**src/rtl/lps_pkg.sv**
```systemverilog
package lps_pkg;

  typedef enum logic [2:0] {
    S_RUN   = 3'd0,
    S_SG    = 3'd1,
    S_SLEEP = 3'd2,
    S_DEEP  = 3'd3,
    S_DSX   = 3'd4,
    S_RST   = 3'd5
  } lps_state_e;

  // internal phases: stable rungs plus the timed steps between them
  typedef enum logic [3:0] {
    P_RUN    = 4'd0,
    P_SG     = 4'd1,
    P_SLPRE  = 4'd2,
    P_SLEEP  = 4'd3,
    P_SLEXIT = 4'd4,
    P_DPIN   = 4'd5,
    P_DEEP   = 4'd6,
    P_DSX    = 4'd7,
    P_RST    = 4'd8
  } lps_phase_e;

  function automatic lps_state_e phase_report(lps_phase_e p);
    case (p)
      P_RUN:    return S_RUN;
      P_SG:     return S_SG;
      P_SLPRE:  return S_SG;
      P_SLEEP:  return S_SLEEP;
      P_SLEXIT: return S_SLEEP;
      P_DPIN:   return S_DEEP;
      P_DEEP:   return S_DEEP;
      P_DSX:    return S_DSX;
      default:  return S_RST;
    endcase
  endfunction

  function automatic logic phase_timed(lps_phase_e p);
    return (p == P_SLPRE) || (p == P_SLEXIT) || (p == P_DPIN) || (p == P_DSX);
  endfunction

endpackage

```
**src/rtl/lps_timer.sv**
```systemverilog
module lps_timer #(
  parameter int CW = 11
) (
  input  logic          clk,
  input  logic          rst,
  input  logic          run,
  output logic [CW-1:0] cnt
);
  always_ff @(posedge clk) begin
    if (rst || !run) cnt <= '0;
    else             cnt <= cnt + 1'b1;
  end
endmodule

```
**src/rtl/lps_req_hold.sv**
```systemverilog
module lps_req_hold #(
  parameter int TW = 3
) (
  input  logic          clk,
  input  logic          rst,
  input  logic          flush,
  input  logic          capture,
  input  logic [TW-1:0] cap_tgt,
  input  logic          take,
  output logic          pend_v,
  output logic [TW-1:0] pend_tgt
);
  always_ff @(posedge clk) begin
    if (rst || flush) begin
      pend_v   <= 1'b0;
      pend_tgt <= '0;
    end else if (capture) begin
      pend_v   <= 1'b1;
      pend_tgt <= cap_tgt;
    end else if (take) begin
      pend_v   <= 1'b0;
    end
  end
endmodule

```
**src/rtl/lps_fsm.sv**
```systemverilog
module lps_fsm
  import lps_pkg::*;
#(
  parameter int CW          = 11,
  parameter int CLKSTOP_DLY = 2,
  parameter int RESTART_DLY = 2,
  parameter int SETTLE      = 1500
) (
  input  logic          clk,
  input  logic          rst,
  input  logic          plat_reset,
  input  logic          srv_v,
  input  logic [2:0]    srv_tgt,
  input  logic [CW-1:0] cnt,
  input  logic          clk_off_val,
  output lps_phase_e    phase,
  output logic          tmr_run,
  output logic          stpclk_n,
  output logic          slp_n,
  output logic          dpslp_n,
  output logic          bclk_en,
  output logic          hold_req,
  output logic          req_err
);
  localparam logic [CW-1:0] STOP_LAST    = CW'(CLKSTOP_DLY - 1);
  localparam logic [CW-1:0] RESTART_LAST = CW'(RESTART_DLY - 1);
  localparam logic [CW-1:0] SETTLE_LAST  = CW'(SETTLE - 1);

  assign tmr_run = (phase == P_DPIN) || (phase == P_DSX);

  always_ff @(posedge clk) begin
    req_err <= 1'b0;
    if (rst) begin
      phase    <= P_RUN;
      stpclk_n <= 1'b1;
      slp_n    <= 1'b1;
      dpslp_n  <= 1'b1;
      bclk_en  <= 1'b1;
      hold_req <= 1'b0;
    end else if (plat_reset && phase != P_RST) begin
      // reset bypass: release every low-power line together
      phase    <= P_RST;
      stpclk_n <= 1'b1;
      slp_n    <= 1'b1;
      dpslp_n  <= 1'b1;
      bclk_en  <= 1'b1;
      hold_req <= 1'b1;
    end else begin
      case (phase)
        P_RST: begin
          if (!plat_reset) begin
            phase    <= P_RUN;
            hold_req <= 1'b0;
          end else if (srv_v) begin
            req_err <= 1'b1;
          end
        end
        P_SLPRE: begin
          slp_n <= 1'b0;
          phase <= P_SLEEP;
        end
        P_SLEXIT: begin
          hold_req <= 1'b0;
          phase    <= P_SG;
        end
        P_DPIN: begin
          if (cnt == STOP_LAST) begin
            bclk_en <= clk_off_val;
            phase   <= P_DEEP;
          end
        end
        P_DSX: begin
          if (cnt == RESTART_LAST) bclk_en <= 1'b1;
          if (cnt == SETTLE_LAST)  phase   <= P_SLEEP;
        end
        default: begin
          if (srv_v) begin
            if (phase == P_RUN && srv_tgt == 3'(S_SG)) begin
              stpclk_n <= 1'b0;
              phase    <= P_SG;
            end else if (phase == P_SG && srv_tgt == 3'(S_RUN)) begin
              stpclk_n <= 1'b1;
              phase    <= P_RUN;
            end else if (phase == P_SG && srv_tgt == 3'(S_SLEEP)) begin
              hold_req <= 1'b1;
              phase    <= P_SLPRE;
            end else if (phase == P_SLEEP && srv_tgt == 3'(S_SG)) begin
              slp_n <= 1'b1;
              phase <= P_SLEXIT;
            end else if (phase == P_SLEEP && srv_tgt == 3'(S_DEEP)) begin
              dpslp_n <= 1'b0;
              phase   <= P_DPIN;
            end else if (phase == P_DEEP && srv_tgt == 3'(S_SLEEP)) begin
              dpslp_n <= 1'b1;
              phase   <= P_DSX;
            end else begin
              req_err <= 1'b1;
            end
          end
        end
      endcase
    end
  end
endmodule

```
**src/rtl/lps_seq_top.sv**
```systemverilog
module lps_seq_top
  import lps_pkg::*;
#(
  parameter int CLK_MHZ     = 100,
  parameter int SETTLE_US   = 15,
  parameter int CLKSTOP_DLY = 2,
  parameter int RESTART_DLY = 2,
  parameter bit KEEP_CLK    = 1'b0
) (
  input  logic       clk,
  input  logic       rst,
  input  logic       plat_reset,
  input  logic       req_valid,
  input  logic [2:0] req_tgt,
  output logic       stpclk_n,
  output logic       slp_n,
  output logic       dpslp_n,
  output logic       bclk_en,
  output logic       hold_req,
  output logic [2:0] state_o,
  output logic       busy_o,
  output logic       req_err
);
  localparam int SETTLE = SETTLE_US * CLK_MHZ;
  localparam int CW     = $clog2(SETTLE + 1);

  lps_phase_e    phase;
  logic          tmr_run;
  logic [CW-1:0] cnt;
  logic          pend_v;
  logic [2:0]    pend_tgt;
  logic          srv_v;
  logic [2:0]    srv_tgt;
  logic          busy;
  logic          clk_off_val;

  generate
    if (KEEP_CLK) begin : g_keep
      assign clk_off_val = 1'b1;
    end else begin : g_gate
      assign clk_off_val = 1'b0;
    end
  endgenerate

  assign busy    = phase_timed(phase);
  assign srv_v   = !busy && (req_valid || pend_v);
  assign srv_tgt = req_valid ? req_tgt : pend_tgt;

  lps_timer #(.CW(CW)) timer_i (
    .clk (clk),
    .rst (rst),
    .run (tmr_run),
    .cnt (cnt)
  );

  lps_req_hold #(.TW(3)) hold_i (
    .clk      (clk),
    .rst      (rst),
    .flush    (plat_reset),
    .capture  (busy && req_valid),
    .cap_tgt  (req_tgt),
    .take     (!busy),
    .pend_v   (pend_v),
    .pend_tgt (pend_tgt)
  );

  lps_fsm #(
    .CW          (CW),
    .CLKSTOP_DLY (CLKSTOP_DLY),
    .RESTART_DLY (RESTART_DLY),
    .SETTLE      (SETTLE)
  ) fsm_i (
    .clk         (clk),
    .rst         (rst),
    .plat_reset  (plat_reset),
    .srv_v       (srv_v),
    .srv_tgt     (srv_tgt),
    .cnt         (cnt),
    .clk_off_val (clk_off_val),
    .phase       (phase),
    .tmr_run     (tmr_run),
    .stpclk_n    (stpclk_n),
    .slp_n       (slp_n),
    .dpslp_n     (dpslp_n),
    .bclk_en     (bclk_en),
    .hold_req    (hold_req),
    .req_err     (req_err)
  );

  assign state_o = 3'(phase_report(phase));
  assign busy_o  = busy;
endmodule

```
**config.mk**
```make
export PLATFORM = sky130hd
export DESIGN_NAME = lps_seq_top
export DESIGN_NICKNAME = d
export VERILOG_FILES = /design/src/rtl/lps_pkg.sv /design/src/rtl/lps_timer.sv /design/src/rtl/lps_req_hold.sv /design/src/rtl/lps_fsm.sv /design/src/rtl/lps_seq_top.sv
export SDC_FILE = /design/constraint.sdc
export NUM_CORES = 1
export LEC_CHECK = 0
export ABC_AREA = 1
export BUFFER_PORTS_ARGS = -buffer_cell sky130_fd_sc_hd__buf_2
export CAP_MARGIN = 20
export CORE_MARGIN = 2
export CORE_UTILIZATION = 62
export DETAILED_ROUTE_END_ITERATION = 12
export GPL_ROUTABILITY_DRIVEN = 0
export PLACE_DENSITY = 0.93
export RECOVER_POWER = 100
export SYNTH_ARGS = -nofsm -noshare
export SYNTH_HDL_FRONTEND = slang
export SYNTH_HIERARCHICAL = 1
export SYNTH_SLANG_ARGS = --single-unit
```
**constraint.sdc**
```tcl
create_clock -name clk -period 5 [get_ports clk]
set_input_delay 0 -clock clk [delete_from_list [all_inputs] [get_ports clk]]
set_output_delay 0 -clock clk [all_outputs]
set_load 0.05 [all_outputs]
```
## After elaboration in Yosys (flattened, before gate mapping)

Memory sizes are Yosys's and may differ from the RTL's. A register that Yosys moved wholly into a read port is not among the register bits.
Cells that the tools add are included.

| storage, ports and cells | value |
|---|---|
| word-level logic and storage cells | 138 |
| flip-flop bits (word level) | 25 |
| output and inout port bits | 10 |
| memories kept | 1 |
| input bits | 7 |
| memory bits (read-only) | 24 |

| cells by class | value |
|---|---|
| eq/ne operators | 28 |
| add/sub/neg operators | 1 |
| multiplexer cells | 48 |
| reductions and logical operators | 43 |
| bitwise operators | 6 |

Memories:

| memory | depth | bits a word | read ports | clocked after memory_dff | wr ports | RTL line | text |
|---|---|---|---|---|---|---|---|
| (name not given) | 8 | 3 | 1 | 1 | 0 | lps_pkg.sv:26 | `case (p)` |

Operators by type and width:

| operator | number |
|---|---|
| 2-to-1 mux 4 bit | 11 |
| 2-to-1 mux 1 bit | 28 |
| one-hot mux 4 bit (5 select lines) | 1 |
| == test 4 x 3 -> 1 bit, second input constant | 4 |
| 2-to-1 mux 3 bit | 4 |
| AND reduction 6 bit | 2 |
| nonzero test 12 bit | 1 |
| adder 11 x 1 -> 11 bit, second input constant | 1 |
| == test 11 x 1 -> 1 bit, second input constant | 1 |
| == test 11 bit, second input constant | 1 |
| nonzero test 11 bit | 1 |
| != test 2 x 1 -> 1 bit, second input constant | 5 |
| AND reduction 5 bit | 2 |
| nonzero test 2 bit | 5 |
| logical AND 1 bit | 9 |
| == test 4 x 2 -> 1 bit, second input constant | 2 |
| != test 2 bit, second input constant | 4 |
| != test 4 x 3 -> 1 bit, second input constant | 2 |
| nonzero test 4 bit | 2 |
| OR reduction 4 bit | 2 |
| logical OR 1 bit | 7 |
| AND reduction 7 bit | 1 |
| nonzero test 7 bit | 1 |
| == test 3 x 2 -> 1 bit, second input constant | 2 |
| 17 further kinds | 27 |

## Depth between registers and ports, before layout

Gate-level depths: netlist of run 1.

| logic depth | value |
|---|---|
| word-level depth | 13 |
| mapped depth | 15 |
| gate-level depth less buffers | 15 |

## Hierarchy

Netlist of run 1, hierarchy kept.

Modules (own cells, without submodules):

| module | instances | cells an instance | seq. area each (um^2) | area an instance (um^2) |
|---|---|---|---|---|
| lps_fsm | 1 | 134 | 200.2 | 797.0 |
| lps_timer | 1 | 66 | 220.2 | 486.7 |
| lps_seq_top | 1 | 36 | 0.0 | 197.7 |
| lps_req_hold | 1 | 20 | 80.1 | 145.1 |

## Worst setup path before layout of run 1

No wires, ideal clock.

| path | value |
|---|---|
| kind | register to register |
| from | reg fsm_i.phase[0] |
| to | reg fsm_i.phase[1] |
| library setup time | 0.114 ns |
| arrival | 1.923 ns |
| stages on the path, launching flop included | 15 |
| path buffers | 0 |
| setup slack | 2.963 ns |
| period minus slack after synthesis | 2.037 ns |
| cells stage by stage | dfxtp_1 -> inv_1 -> ha_1 -> nor2_1 -> nand2_1 -> nand2_2 -> nand2_2 -> nor2_2 -> inv_1 -> nand3_1 -> nand2_2 -> nor2_4 -> nand2_4 -> nor2_1 -> nor2_2 |

| between the ends | value |
|---|---|
| elaborated cells on any way between the ends | 36 |
| classes of those cells | eq/ne: 12; mux: 7; reduce/logical: 17 |

RTL lines:

| element | RTL line | text |
|---|---|---|
| start: declaration | lps_fsm.sv:16 | `output lps_phase_e phase,` |
| start signal: assignment | lps_fsm.sv:34 | `phase <= P_RUN;` |
| start signal: assignment | lps_fsm.sv:42 | `phase <= P_RST;` |
| start signal: assignment | lps_fsm.sv:52 | `phase <= P_RUN;` |
| == test 4 x 2 -> 1 bit or == test 4 x 3 -> 1 bit (tied branches) | lps_pkg.sv:40 | `return (p == P_SLPRE) \|\| (p == P_SLEXIT) \|\| (p == P_DPIN) \|\| (p == P_DSX);` |
| logical OR 1 bit (2 in series) | lps_pkg.sv:40 |  |
| logical OR 1 bit * | lps_pkg.sv:40 |  |
| via busy_o | lps_seq_top.sv:21 | `output logic busy_o,` |
| zero test 1 bit * | - |  |
| logical AND 1 bit * | lps_seq_top.sv:46 | `assign srv_v = !busy && (req_valid \|\| pend_v);` |
| via srv_v | lps_seq_top.sv:32 | `logic srv_v;` |
| nonzero test 6 bit (no line) * | - |  |
| AND reduction 5 bit (no line) * | - |  |

The timed path passes the listed nets; every way through them passes the cells marked *. The select of a mux whose other input is x is not followed.
A chain may end at the register's enable or synchronous reset.

## Worst setup path after layout of run 1

| path | value |
|---|---|
| from | reg fsm_i.phase[1] |
| to | reg fsm_i.phase[2] |

| between the ends | value |
|---|---|
| elaborated cells on any way between the ends | 36 |
| classes of those cells | eq/ne: 12; mux: 7; reduce/logical: 17 |

RTL lines:

| element | RTL line |
|---|---|
| == test 4 x 2 -> 1 bit or == test 4 x 3 -> 1 bit (tied branches) | lps_pkg.sv:40 |
| logical OR 1 bit (2 in series) | lps_pkg.sv:40 |
| logical OR 1 bit * | lps_pkg.sv:40 |
| zero test 1 bit * | - |
| logical AND 1 bit * | lps_seq_top.sv:46 |
| via srv_v | lps_seq_top.sv:32 |
| nonzero test 6 bit (no line) * | - |
| AND reduction 5 bit (no line) * | - |

Marks and branches as above.

==> results_dict.tcl, run 1 <==
set metrics [dict create \
    synth_ff_type "dfxtp_1" \
    ys_seq_elements 25 \
    yosys.area.top_type "dfxtp_1" \
    min-delay-start "req_valid" \
    h-tree-depth 1 \
    first_global_vias 1416 \
    clock_path_buffers 2 \
    clk_pin_slew_ns 0.15 \
    maxCapViolCount 0 \
    fin_crit_ns 2.407 \
    synth_top_area_share_pct 30.77 \
    antenna_found_initial 0 \
    drive_gt1_share_pct 12.46 \
    irDropWorstVdd_mv 0.4290 \
    io_pins 17 \
    overflow 0 \
    cp.required_ns 5.21 \
    hold_viol 0 \
    core_um2 2477 \
    status "completed" \
    maxSlewViolCount 0 \
    yosysSeqAreaShare_pct 30.77 \
    rsz0062_at_grt "no" \
    final_cell_area_um2 1770 \
    synth_nets 269 \
    holdPathEnd "hold_i/pend_tgt[0]" \
    r2r-start "fsm_i/phase[1]" \
    dp_hpwl_um 2664 \
    timing.setup.critical_path_class "register to register" \
    drt-initial-drc-count 97 \
    worstRegToRegCells 14 \
    whs_path_depth 5 \
    synth_edf_count 0 \
    finalSetupViolations 0 \
    grt_util_all_layers_pct 23.39 \
    cts_buffers 3 \
    avgViaCountPerCell 5.135 \
    grt_pass1_wl_um 6023 \
    clock.fmax_ghz 0.4155 \
    hp-class "primary input to register" \
    post-route-period-util_pct 48.13 \
    drt_first_pass_iters 4 \
    final_nets 295 \
    synth_area_leaders "dfxtp_1, nand2_1, nor2_1, inv_1, a21oi_1" \
    clk_latency_ns 0.31 \
    dp_slack_ns 2.941 \
    grt_max_degree 14 \
    worstReg2RegEnd "fsm_i/phase[2]" \
    tns_ns 0 \
    dieArea_um2 3049 \
    p_leak_uw 0.0007436 \
    postRouteAntennaNets 0 \
    drt-wirelength-per-cell_um 11.05 \
    skew_ns 0.01708 \
    via_count 1597 \
    rows 18 \
    critPathMaxFanout 9 \
    start_kind "register" \
    drcViolationCount 0 \
    die_w_um 55.22 \
    drt-total-wl_um 3438 \
    synth_most_common_cell "nand2_1" \
    n_fill_cell 219 \
    cts_setup_buffers 0 \
    synth.distinct_cells 26 \
    ys_top_cells_by_count "nand2_1, nor2_1, inv_1" \
    area_delta_synth_final_pct 8.846 \
    placed_area_um2 1744 \
    worst_slack_ns 2.593 \
    root_buffer "clkbuf_4" \
    max_slew_margin_pct 59.46 \
    arrival_ns 2.61 \
    die_h_um 55.22 \
    syn-instance-count 256 \
    antennaDiodeCount 0 \
    io_buffers 16 \
    max_slew.worst_pin.slew_ns 0.6108 \
    start_util_pct 65.66 \
    netlist_area_um2 1627 \
    yosysWarnings 6 \
    r2r_slack_ns 2.59 \
    synth_area_per_cell_um2 6.354 \
    cp-end-kind "register" \
    power.density_nw_per_um2 481.5 \
    async_flop_share_pct 0 \
    cts_num_sinks 25 \
    cts_tree "yes" \
]
-- per-layer routing --
metal | global-route usage (%) | vias to the layer above | wire length (um)
li1 | - | 850 | -
met3 | 3.981 | 6 | 186
met1 | 33.19 | 694 | 1709
met5 | 0 | - | 0
met4 | 8.014 | 0 | 38
met2 | 35.88 | 47 | 1503
-- cells in the final DEF (no fill, tap or decap), types with 6 or more instances in the layout --
master     n
nand2_1   69
nor2_1    44
inv_1     33
dfxtp_1   25
nand3_1   15
a21oi_1   15
clkbuf_1  11
o21ai_0    8
ha_1       6
nor2_2     6
buf_2      6
-- kinds of logic after synthesis --
group	count (synthesis)	synth area share (%)
AOI/OAI and AO/OA	27	9.001
adders and majority gates	6	4.615
and+or+nand+nor	158	46.38
DFF	25	30.77
other	1	0.2305
buffers and inverters	39	9.001
-- sequential cells by signal (all words and copies together) (netlist names) --
signal	count
fsm_i/stpclk_n	1
fsm_i/req_err	1
fsm_i/hold_req	1
hold_i/pend_tgt	3
fsm_i/dpslp_n	1
fsm_i/bclk_en	1
timer_i/cnt	11
fsm_i/phase	4
hold_i/pend_v	1
fsm_i/slp_n	1
-- stage by stage --
step | cells | total power, uW | utilization (%) | hold WS [ns]
6_report | 311 | 852.6 | 71.46 | 0.1893
2_1_floorplan | 256 | 696.6 | - | 0.06244
4_1_cts | 311 | 890.1 | 73.48 | 0.1830
5_1_grt | 311 | 921.7 | 71.46 | 0.2389
3_3_place_gp | 302 | 784.9 | 70.40 | 0.2687
3_5_place_dp | 302 | 797.1 | 70.40 | 0.2812
-- cell type report --
cell class / instances / area (um^2) / share of cell area (%)
clock buffers: 4 / 26.28 / 1.484
repair buffers: 21 / 117.6 / 6.643
well taps: 30 / 37.54 / 2.120
inverters: 39 / 146.4 / 8.269
multi-input cells: 192 / 942.2 / 53.22
flip-flops and latches: 25 / 500.5 / 28.27
-- worst max-delay path by stage --
stage | start | to | cells after the start
floorplan | fsm_i/phase[0] | fsm_i/phase[1] | 14
global placement | fsm_i/phase[0] | fsm_i/phase[1] | 14
detailed placement | fsm_i/phase[1] | fsm_i/phase[2] | 14
CTS | fsm_i/phase[1] | fsm_i/phase[2] | 14
global route | fsm_i/phase[1] | fsm_i/phase[2] | 14
finish | fsm_i/phase[1] | fsm_i/phase[2] | 14
-- critical path, stage by stage (launching register included) --
cell,delay (ns)
dfxtp_1,0.54
inv_1,0.12
ha_1,0.21
nor2_1,0.08
nand2_1,0.06
nand2_1,0.08
nand2_1,0.09
nor2_1,0.30
inv_1,0.13
nand3_1,0.12
nand2_2,0.05
nor2_1,0.10
nand2_1,0.18
nor2_1,0.18
nor2_2,0.05
-- power by group --
part           internal (uW)  total (uW)  leakage [uW]  switching (uW)
registers                224         262      0.000203            38.3
clock network           31.1        89.8     0.0000150            58.7
logic                    145         501      0.000526             356
total                    399         853      0.000744             453
-- what timing repair did --
item | 4_1_cts | 5_1_grt
hold buffers | 5 | 0
hold endpoints to repair | 6 | 0
gates resized for setup | 0 | 0
No activity file was read; power rests on OpenSTA's default activity.
==> run 2, diff against run 1 <==
--- a/config.mk
+++ b/config.mk
@@ -9,10 +9,10 @@
 export BUFFER_PORTS_ARGS = -buffer_cell sky130_fd_sc_hd__buf_2
 export CAP_MARGIN = 20
 export CORE_MARGIN = 2
-export CORE_UTILIZATION = 62
+export CORE_UTILIZATION = 58
 export DETAILED_ROUTE_END_ITERATION = 12
 export GPL_ROUTABILITY_DRIVEN = 0
-export PLACE_DENSITY = 0.93
+export PLACE_DENSITY = 0.89
 export RECOVER_POWER = 100
 export SYNTH_ARGS = -nofsm -noshare
 export SYNTH_HDL_FRONTEND = slang
==> constraint.sdc (replaced) <==
create_clock -name clk -period 2.4 [get_ports clk]
set_input_delay 0 -clock clk [delete_from_list [all_inputs] [get_ports clk]]
set_output_delay 0 -clock clk [all_outputs]
set_load 0.05 [all_outputs]
==> results_dict.tcl, run 2 (synthesized netlist as in run 1, its figures left out) <==
set metrics [dict create \
    status "completed" \
    crit_buf_inv 2 \
    h-tree-depth 1 \
    combinationalPowerShare_pct 59.7 \
    cp-end-kind "register" \
    cts_hold_buf 4 \
    core_um2 2710 \
    worstRegToRegCells 14 \
    dp_slack_ns 0.3292 \
    rows 19 \
    finalSetupViolations 0 \
    cts_tree "yes" \
    io_pins 17 \
    switching_share_pct 53.68 \
    hp-class "primary input to register" \
    arrival_ns 2.35 \
    grt_max_degree 15 \
    root_buffer "clkbuf_4" \
    drt-wirelength-per-cell_um 11.69 \
    clk_pin_slew_ns 0.15 \
    skew_ns 0.01419 \
    antennaDiodeCount 0 \
    dieArea_um2 3244 \
    avgViaCountPerCell 5.269 \
    critPathMaxFanout 9 \
    max_slew_margin_pct 59.53 \
    worst_slack_ns 0.2739 \
    maxSlewViolCount 0 \
    cp_top_family "simple AND/OR/NAND/NOR gates" \
    post-route-period-util_pct 88.59 \
    mostFrequentLayoutCell "nand2_1" \
    largest-register "timer_i/cnt" \
    hold_viol 0 \
    r2r-start "fsm_i/phase[0]" \
    cts_buffers 3 \
    overflow 0 \
    max_stage_delay_ns 0.51 \
    power_switching_uw 983.7 \
    grt_pass1_wl_um 6182 \
    clock.fmax_ghz 0.4703 \
    via_count 1644 \
    path_cells "inv_1, ha_1, nor2_1, nand2_1, nand2_1, nand2_1, nor2_2, inv_1, nand3_1, nand2_1, nor2_4, nand2_4, nor2_1, nor2_2" \
    cp.required_ns 2.62 \
    drt-initial-drc-count 86 \
    die_h_um 56.96 \
    maxCapViolCount 0 \
    drcViolationCount 0 \
    die_w_um 56.96 \
    cp_common_cell "nand2_1" \
    grt_util_all_layers_pct 23.79 \
    power_frac_seq_pct 29.8 \
    drt-total-wl_um 3646 \
    gr-usage-met3_pct 3.401 \
    cts_setup_buffers 0 \
    start_kind "register" \
    clkPwrFrac_pct 10.4 \
    busiest_layer "met2" \
    fin_crit_ns 2.126 \
    reg.largest.list "timer_i/cnt: 11 flops, fsm_i/phase: 4 flops, hold_i/pend_tgt: 3 flops" \
    clock_path_buffers 2 \
    crit_slowest_cell "dfxtp_1" \
    tns_ns 0 \
    final_cell_mix "nand2_1, nor2_1, inv_1" \
    post_cts_resized 0 \
    drive_gt1_share_pct 13.52 \
    p_leak_uw 0.0007540 \
    postRouteAntennaNets 0 \
    dp.cells 303 \
    irDropWorstVdd_mv 0.7774 \
    endpoint "fsm_i/phase[1]" \
    r2r_slack_ns 0.27 \
    cts_num_sinks 25 \
    first_global_vias 1498 \
    antenna_found_initial 0 \
    startpoint "fsm_i/phase[0]" \
    dp_hpwl_um 2681 \
    stdcell_count 312 \
    final_nets 295 \
    largest_register_ffs 11 \
    grt_util_met2_pct 43.35 \
    internal_power_uw 849.0 \
    worstReg2RegEnd "fsm_i/phase[1]" \
    clk_latency_ns 0.32 \
    drt_first_pass_iters 4 \
    max_slew.worst_pin.slew_ns 0.6097 \
    timing.setup.critical_path_class "register to register" \
    total_power_uw 1833 \
    power.density_nw_per_um2 1025 \
    crit_cells 14 \
    area_delta_synth_final_pct 9.923 \
    grt_use_met1_pct 28.00 \
    io_buffers 16 \
    rsz0062_at_grt "no" \
    start_util_pct 60.02 \
]
[run 2: power by group through the flow]
stage	clock network, uW	logic, uW	registers (uW)
finish	191	1090	547
global route	218	1200	556
CTS	192	1120	547
detailed placement	0	1110	556
global placement	0	1080	551
floorplan	0	860	591
[run 2: worst min path at each step]
stage	startpoint	to	cells after the start
3_5_place_dp	req_tgt[2]	hold_i/pend_tgt[2]	3
2_1_floorplan	rst	fsm_i/phase[3]	1
6_report	req_valid	hold_i/pend_tgt[1]	5
4_1_cts	plat_reset	fsm_i/req_err	3
3_3_place_gp	req_tgt[0]	hold_i/pend_tgt[0]	3
5_1_grt	req_valid	hold_i/pend_tgt[2]	5
[run 2: worst reg2reg max path, stage by stage, from the launching register on]
cell     delay [ns]
dfxtp_1        0.51
inv_1          0.11
ha_1           0.21
nor2_1         0.10
nand2_1        0.05
nand2_1        0.07
nand2_1        0.09
nor2_2         0.22
inv_1          0.11
nand3_1        0.10
nand2_1        0.09
nor2_4         0.11
nand2_4        0.09
nor2_1         0.14
nor2_2         0.05
[run 2: area by class of cell]
type	instances	area, um^2
Inverter	39	146.4
Clock inverter	1	5.005
Clock buffer	3	22.52
Multi-Input combinational cell	192	957.2
Sequential cell	25	500.5
Timing Repair Buffer	21	117.6
Fill cell	259	922.1
Tap cell	31	38.79
[run 2: stage by stage]
| stage | hold WS, ns | instance area (um^2) | utilization, % |
|---|---|---|---|
| detailed placement | 0.2707 | 1745 | 64.40 |
| floorplan | 0.06244 | 1627 | - |
| CTS | 0.01007 | 1813 | 66.90 |
| global placement | 0.2663 | 1745 | 64.40 |
| global route | 0.1891 | 1788 | 65.97 |
| finish | 0.1918 | 1788 | 65.97 |
[run 2: per-layer routing]
layer | share of wire, % | vias to the layer above
li1 | - | 855
met1 | 43 | 747
met2 | 51 | 36
met3 | 3.6 | 6
met4 | 1.5 | 0
met5 | 0 | -
